--- src/rtl/tmod_irq_pkg.sv ---
package tmod_irq_pkg;
   localparam int NUM_SRC  = 8;
   localparam int NUM_MISC = 7;
   localparam int NUM_CMD  = 7;

   localparam int OFS_CTRL = 'h00;
   localparam int OFS_MODE = 'h02;
   localparam int OFS_MASK = 'h04;
   localparam int OFS_TRIG = 'h06;
   localparam int OFS_STAT = 'h08;
   localparam int OFS_CMD0 = 'h14;

   localparam int CB_RELAY = 0;
   localparam int CB_IE    = 1;
   localparam int CB_EXTCK = 2;
   localparam int CB_INEN  = 3;

   // misc causes gated by input enable: setup (5) and stop (6)
   localparam logic [NUM_MISC-1:0] MISC_GATED = 7'b110_0000;
endpackage

--- src/rtl/tmod_src_select.sv ---
module tmod_src_select
   import tmod_irq_pkg::*;
#(
   parameter int NUM_CH = 8
) (
   input  logic                clk,
   input  logic                rst_n,
   input  logic                relay,
   input  logic                inen,
   input  logic [NUM_CH-1:0]   loc_trig,
   input  logic [NUM_MISC-1:0] loc_misc,
   input  logic [NUM_CH-1:0]   up_trig,
   input  logic [NUM_MISC-1:0] up_misc,
   output logic [NUM_CH-1:0]   trig_hit,
   output logic [NUM_SRC-1:0]  src_set
);
   logic [NUM_CH-1:0]   trig_sel, trig_prev, trig_rise;
   logic [NUM_MISC-1:0] misc_sel, misc_prev, misc_rise, misc_set;

   assign trig_sel = relay ? up_trig : loc_trig;
   assign misc_sel = relay ? up_misc : loc_misc;

   always_ff @(posedge clk or negedge rst_n) begin
      if (!rst_n) begin
         trig_prev <= '0;
         misc_prev <= '0;
      end else begin
         trig_prev <= trig_sel;
         misc_prev <= misc_sel;
      end
   end

   assign trig_rise = trig_sel & ~trig_prev;
   assign misc_rise = misc_sel & ~misc_prev;
   assign trig_hit  = inen ? trig_rise : '0;

   for (genvar i = 0; i < NUM_MISC; i++) begin : g_misc
      if (MISC_GATED[i]) begin : g_gated
         assign misc_set[i] = misc_rise[i] & inen;
      end else begin : g_free
         assign misc_set[i] = misc_rise[i];
      end
   end

   assign src_set = {misc_set, |trig_hit};
endmodule

--- src/rtl/tmod_reg_file.sv ---
module tmod_reg_file
   import tmod_irq_pkg::*;
#(
   parameter int DATA_W  = 16,
   parameter int ADDR_W  = 6,
   parameter int NUM_CH  = 8,
   parameter bit CMD_REG = 1'b1
) (
   input  logic               clk,
   input  logic               rst_n,
   input  logic [ADDR_W-1:0]  bus_addr,
   input  logic               bus_wr,
   input  logic               bus_rd,
   input  logic [DATA_W-1:0]  bus_wdata,
   output logic [DATA_W-1:0]  bus_rdata,
   input  logic [NUM_SRC-1:0] stat_q,
   input  logic [NUM_CH-1:0]  trig_hit,
   output logic [3:0]         ctrl_q,
   output logic [3:0]         mode_q,
   output logic [NUM_SRC-1:0] mask_q,
   output logic [7:0]         trig_q,
   output logic               stat_clr,
   output logic               trig_clr,
   output logic [NUM_CMD-1:0] cmd_pulse
);
   logic              sel_ctrl, sel_mode, sel_mask, sel_trig, sel_stat;
   logic [7:0]        hit8;
   logic [7:0]        rbyte;
   logic [NUM_CMD-1:0] cmd_hit;

   assign sel_ctrl = bus_addr == ADDR_W'(OFS_CTRL);
   assign sel_mode = bus_addr == ADDR_W'(OFS_MODE);
   assign sel_mask = bus_addr == ADDR_W'(OFS_MASK);
   assign sel_trig = bus_addr == ADDR_W'(OFS_TRIG);
   assign sel_stat = bus_addr == ADDR_W'(OFS_STAT);

   assign stat_clr = bus_rd & sel_stat;
   assign trig_clr = bus_wr & sel_trig;
   assign hit8     = 8'(trig_hit);

   always_ff @(posedge clk or negedge rst_n) begin
      if (!rst_n) begin
         ctrl_q <= '0;
         mode_q <= '0;
         mask_q <= '1;
         trig_q <= '0;
      end else begin
         if (bus_wr && sel_ctrl) ctrl_q <= bus_wdata[3:0];
         if (bus_wr && sel_mode) mode_q <= bus_wdata[3:0];
         if (bus_wr && sel_mask) mask_q <= bus_wdata[NUM_SRC-1:0];
         trig_q <= (trig_clr ? 8'h00 : trig_q) | hit8;
      end
   end

   for (genvar k = 0; k < NUM_CMD; k++) begin : g_cmd
      assign cmd_hit[k] = bus_wr && (bus_addr == ADDR_W'(OFS_CMD0 + 2 * k));
   end

   if (CMD_REG) begin : g_cmd_reg
      always_ff @(posedge clk or negedge rst_n) begin
         if (!rst_n) cmd_pulse <= '0;
         else        cmd_pulse <= cmd_hit;
      end
   end else begin : g_cmd_comb
      assign cmd_pulse = cmd_hit;
   end

   always_comb begin
      rbyte = 8'h00;
      if (sel_ctrl) rbyte = {4'h0, ctrl_q};
      if (sel_mode) rbyte = {4'h0, mode_q};
      if (sel_mask) rbyte = mask_q;
      if (sel_trig) rbyte = trig_q;
      if (sel_stat) rbyte = stat_q;
   end

   assign bus_rdata = DATA_W'(rbyte);
endmodule

--- src/rtl/tmod_irq_status.sv ---
module tmod_irq_status
   import tmod_irq_pkg::*;
(
   input  logic               clk,
   input  logic               rst_n,
   input  logic [NUM_SRC-1:0] src_set,
   input  logic               stat_clr,
   input  logic [NUM_SRC-1:0] mask_q,
   input  logic               irq_en,
   output logic [NUM_SRC-1:0] stat_q,
   output logic               irq
);
   always_ff @(posedge clk or negedge rst_n) begin
      if (!rst_n) stat_q <= '0;
      else        stat_q <= (stat_clr ? '0 : stat_q) | src_set;
   end

   assign irq = irq_en & (|(stat_q & ~mask_q));
endmodule

--- src/rtl/tmod_irq_bank.sv ---
module tmod_irq_bank
   import tmod_irq_pkg::*;
#(
   parameter int DATA_W  = 16,
   parameter int ADDR_W  = 6,
   parameter int NUM_CH  = 8,
   parameter bit CMD_REG = 1'b1
) (
   input  logic                clk,
   input  logic                rst_n,
   input  logic [ADDR_W-1:0]   bus_addr,
   input  logic                bus_wr,
   input  logic                bus_rd,
   input  logic [DATA_W-1:0]   bus_wdata,
   output logic [DATA_W-1:0]   bus_rdata,
   input  logic [NUM_CH-1:0]   loc_trig,
   input  logic [NUM_MISC-1:0] loc_misc,
   input  logic [NUM_CH-1:0]   up_trig,
   input  logic [NUM_MISC-1:0] up_misc,
   output logic                irq,
   output logic                ctrl_relay,
   output logic                clk_ext_sel,
   output logic [3:0]          mode_sel,
   output logic [NUM_CMD-1:0]  cmd_pulse
);
   if (NUM_CH < 1 || NUM_CH > 8) begin : g_bad_ch
      $error("tmod_irq_bank: NUM_CH must be 1..8");
   end
   if (DATA_W < 8) begin : g_bad_dw
      $error("tmod_irq_bank: DATA_W must be at least 8");
   end
   if (ADDR_W < 6) begin : g_bad_aw
      $error("tmod_irq_bank: ADDR_W must reach offset 0x20");
   end

   logic [3:0]         ctrl_q, mode_q;
   logic [NUM_SRC-1:0] mask_q, stat_q, src_set;
   logic [7:0]         trig_q;
   logic [NUM_CH-1:0]  trig_hit;
   logic               stat_clr, trig_clr;

   tmod_src_select #(.NUM_CH(NUM_CH)) u_src (
      .clk(clk), .rst_n(rst_n),
      .relay(ctrl_q[CB_RELAY]), .inen(ctrl_q[CB_INEN]),
      .loc_trig(loc_trig), .loc_misc(loc_misc),
      .up_trig(up_trig), .up_misc(up_misc),
      .trig_hit(trig_hit), .src_set(src_set)
   );

   tmod_reg_file #(.DATA_W(DATA_W), .ADDR_W(ADDR_W), .NUM_CH(NUM_CH), .CMD_REG(CMD_REG)) u_regs (
      .clk(clk), .rst_n(rst_n),
      .bus_addr(bus_addr), .bus_wr(bus_wr), .bus_rd(bus_rd),
      .bus_wdata(bus_wdata), .bus_rdata(bus_rdata),
      .stat_q(stat_q), .trig_hit(trig_hit),
      .ctrl_q(ctrl_q), .mode_q(mode_q), .mask_q(mask_q), .trig_q(trig_q),
      .stat_clr(stat_clr), .trig_clr(trig_clr), .cmd_pulse(cmd_pulse)
   );

   tmod_irq_status u_stat (
      .clk(clk), .rst_n(rst_n),
      .src_set(src_set), .stat_clr(stat_clr), .mask_q(mask_q),
      .irq_en(ctrl_q[CB_IE]), .stat_q(stat_q), .irq(irq)
   );

   assign ctrl_relay  = ctrl_q[CB_RELAY];
   assign clk_ext_sel = ctrl_q[CB_EXTCK];
   assign mode_sel    = mode_q;
endmodule

--- config.mk ---
export PLATFORM = sky130hd
export DESIGN_NAME = tmod_irq_bank
export DESIGN_NICKNAME = d
export VERILOG_FILES = /design/src/rtl/tmod_irq_pkg.sv /design/src/rtl/tmod_src_select.sv /design/src/rtl/tmod_reg_file.sv /design/src/rtl/tmod_irq_status.sv /design/src/rtl/tmod_irq_bank.sv
export SDC_FILE = /design/constraint.sdc
export NUM_CORES = 1
export LEC_CHECK = 0
export BUFFER_PORTS_ARGS = -buffer_cell sky130_fd_sc_hd__buf_2
export CORE_MARGIN = 5
export CORE_UTILIZATION = 40
export CTS_CLUSTER_DIAMETER = 120
export DETAILED_ROUTE_END_ITERATION = 8
export PLACE_DENSITY = 0.66
export SYNTH_ARGS = -nofsm -noshare
export SYNTH_HDL_FRONTEND = slang
export SYNTH_SLANG_ARGS = --single-unit
--- constraint.sdc ---
create_clock -name clk -period 4.22 [get_ports clk]
set_input_delay 1.266 -clock clk [delete_from_list [all_inputs] [get_ports clk]]
set_output_delay 1.266 -clock clk [all_outputs]
set_load 0.05 [all_outputs]
==> reports/results.txt <==
Total of max-cap violations - 0
Worst skew pair latency - 0.30 ns
Status - finished clean
NumNets Final - 343
Initial Utilization - 0.404
Setup WS pre-CTS - 0.0324 ns
VDD IR max - 0.202 mV
DRT antenna net count - 0
Worst hold margin - 0.482 ns
Largest family of logic cells by synthesized area - multiplexers
Share of cells above drive strength 1 - 0.465
Clock transition at path regs - 0.09 ns
Final Util - 0.498
Asr flop ratio synth - 1.00
Non-Filler Instances - 365
Cell mode on critical path - buf_2
Fill count - 601
Tightest Hold Check Type - reg2reg
Synth Instances - 209
Reg2Reg Setup Slack - 2.51 ns
Hold Crit Start - u_regs.trig_q[3]
Final worst slack - 0.132 ns
Die Height - 89.4 µm
Pwr dens - 425 nW/µm²
Pins Over Slew Limit - 0
Routability cong. - 0.804
CTS Root Cell - clkbuf_8
Antenna cells - 0
Area Growth Syn to Fin - 23.1%
Fin. Hold Viols - 0
TNS Setup - 0 ns
FF-to-FF Start - u_regs.ctrl_q[0]
Number of flops mapped to enable cells by yosys - 0
Cells after DPL - 355
Hold Crit Endpoint - u_regs.trig_q[3]
FF-to-FF path depth - 5
IO buf count - 69
Final setup fails - 0
Core area - 6240 µm²
CTS max path bufs - 2
Worst Setup Start Kind - primary input
Clock Skew - 0.00324 ns
Critical Path AT - 2.82 ns
Die footprint - 8000 µm²
Critical Path Sink Type - output port
Worst-path cell chain - buf_2 > or3_4 > or3_2 > o211ai_1 > a22oi_1 > buf_2
Die W - 89.4 µm
Max H-tree Level - 2
Slew headroom - 0.386
Fin crit period - 4.09 ns
Post-synthesis mux area share - 0.146
Compound-Gate Fraction of Synth Area - 0.111
Via count - 1809
Largest net degree at the start of global routing - 43
CP Data Required Time - 2.95 ns
Simple-gate portion of the synthesized area - 0.133
Post-Route WL - 5500 µm
Post-route clock period utilization - 0.969
Mean Syn Cell Area - 12.1 µm²
Initial antenna violation count - 0
Worst Path Max Fanout - 5
Slowest cell delay on critical path - 0.49 ns
Peak Freq - 245 MHz
Clk sinks - 54
Synth Register Bits - 54
# IOs - 86
Router iterations before antenna repair - 4
Drt drc - 0
Number of global-route vias before repair - 1821
Adder-Cell Fraction of Synth Area - 0
Routed wire length per instance - 15.1 µm
Post-synthesis cell area - 2520 µm²
CTS tree - yes
Gr ovfl total - 0
XOR/XNOR Fraction of Synth Area - 0
Worst-margin pin slew - 0.920 ns
Leak Pwr - 1.62 nW
Total CTS buffers - 5
Register area share after synthesis - 0.539
Synth cell types - 36
CP max-delay cell - or3_2
RSZ-0062 raised after global routing - false
Initial DRC count - 84
# rows - 29
Synth Flop Type - dfrtp_1
Hpwl dp - 4200 µm
First-pass GRT wire length - 8880 µm
Reg2reg end - u_stat.stat_q[0]
Hold Path Stages - 1
Routed vias/inst - 4.96
Crit Path Category - in2out
Ys Warns - 0
Hold buffers post-CTS - 0
Gr usage total - 0.148
==> per-layer routing <==
metal | global-route usage | share of wire | vias to the layer above
li1 | - | - | 882
met1 | 0.197 | 0.43 | 868
met2 | 0.242 | 0.49 | 53
met3 | 0.0341 | 0.070 | 6
met4 | 0.0406 | 0.012 | 0
met5 | 0 | 0 | -
==> cells in the final DEF (no fill, tap or decap), types with 2 or more instances in the layout <==
cell,Yosys,routed
a21o_1,8,8
a21oi_1,4,4
a22o_1,5,5
a22oi_1,6,6
a32o_1,4,4
and3b_1,8,8
and4b_1,2,2
buf_2,0,69
buf_4,8,10
bufinv_16,0,2
clkbuf_8,0,6
conb_1,1,8
dfrtp_1,46,46
dfstp_2,8,8
inv_1,17,17
mux2_2,31,31
mux2i_1,2,2
nand2_1,13,13
nand2b_1,5,5
nor2_1,7,7
nor3_1,2,2
nor3_4,2,2
nor4_1,3,3
o211ai_1,2,2
o21ai_0,4,4
o22ai_1,4,4
==> critical path: cells and delay by family <==
kind                   cells  cell delay (ns)
AO/OA/AOI/OAI              2             0.30
buffers and inverters      2             0.34
AND/OR/NAND/NOR            2             0.92
==> report_power, final <==
part / switching [mW] / internal [mW] / total, mW
Combinational: 0.137 / 0.111 / 0.249
Clock: 0.158 / 0.253 / 0.411
Sequential: 0.0535 / 0.608 / 0.661
Total: 0.349 / 0.972 / 1.32
==> area by class of cell <==
cell class	count	area (µm²)	share of cell area
Clock buffer	6	82.6	0.0266
Sequential cell	54	1360	0.438
Inverter	17	63.8	0.0205
Tap cell	77	96.3	0.0310
Clock inverter	2	60.1	0.0193
Multi-Input combinational cell	130	1020	0.329
Timing Repair Buffer	79	420	0.135
==> cell usage after synthesis, types with 4 or more instances <==
cell type / instances / share of area
and3b_1: 8 / 0.028
dfstp_2: 8 / 0.083
a21oi_1: 4 / 0.0079
o22ai_1: 4 / 0.0099
buf_4: 8 / 0.024
inv_1: 17 / 0.025
dfrtp_1: 46 / 0.46
nand2_1: 13 / 0.019
nor2_1: 7 / 0.010
o21ai_0: 4 / 0.0079
a32o_1: 4 / 0.016
a22o_1: 5 / 0.017
mux2_2: 31 / 0.14
a21o_1: 8 / 0.024
nand2b_1: 5 / 0.012
a22oi_1: 6 / 0.018
==> sequential cells by signal, summed over array words and instances (netlist names) <==
register,cells
u_src.trig_prev,8
u_regs.ctrl_q,4
u_src.misc_prev,7
u_regs.mode_q,4
u_regs.mask_q,8
u_regs.cmd_pulse,7
u_stat.stat_q,8
u_regs.trig_q,8
==> timing repair <==
action | CTS | global route
resized for setup | 0 | 1
setup buffers | 0 | 2
setup endpoints to repair | 0 | 1
==> kinds of logic (layout without fill, tap and decap cells) <==
logic type / Yosys count / in the layout
DFF: 54 / 54
and+or+nand+nor: 51 / 51
AOI/OAI and AO/OA: 38 / 38
muxes: 33 / 33
buffers and inverters: 32 / 104
other: 1 / 8
==> through the flow <==
| stage | total power [mW] | area [µm²] |
|---|---|---|
| global placement | 0.914 | 2940 |
| CTS | 1.34 | 3090 |
| finish | 1.32 | 3110 |
| floorplan | 0.842 | 2550 |
| global route | 1.39 | 3110 |
| detailed placement | 0.921 | 2940 |
==> worst max path at each step <==
| stage | start | endpoint | cells after the start |
|---|---|---|---|
| after floorplan | bus_addr[0] | bus_rdata[1] | 5 |
| after detailed placement | bus_addr[0] | bus_rdata[1] | 6 |
| after global routing | bus_addr[0] | bus_rdata[1] | 6 |
| after global placement | bus_addr[0] | bus_rdata[1] | 6 |
| final | bus_addr[0] | bus_rdata[1] | 6 |
| after CTS | bus_addr[0] | bus_rdata[1] | 6 |
Power figures use the tool's default switching activity.
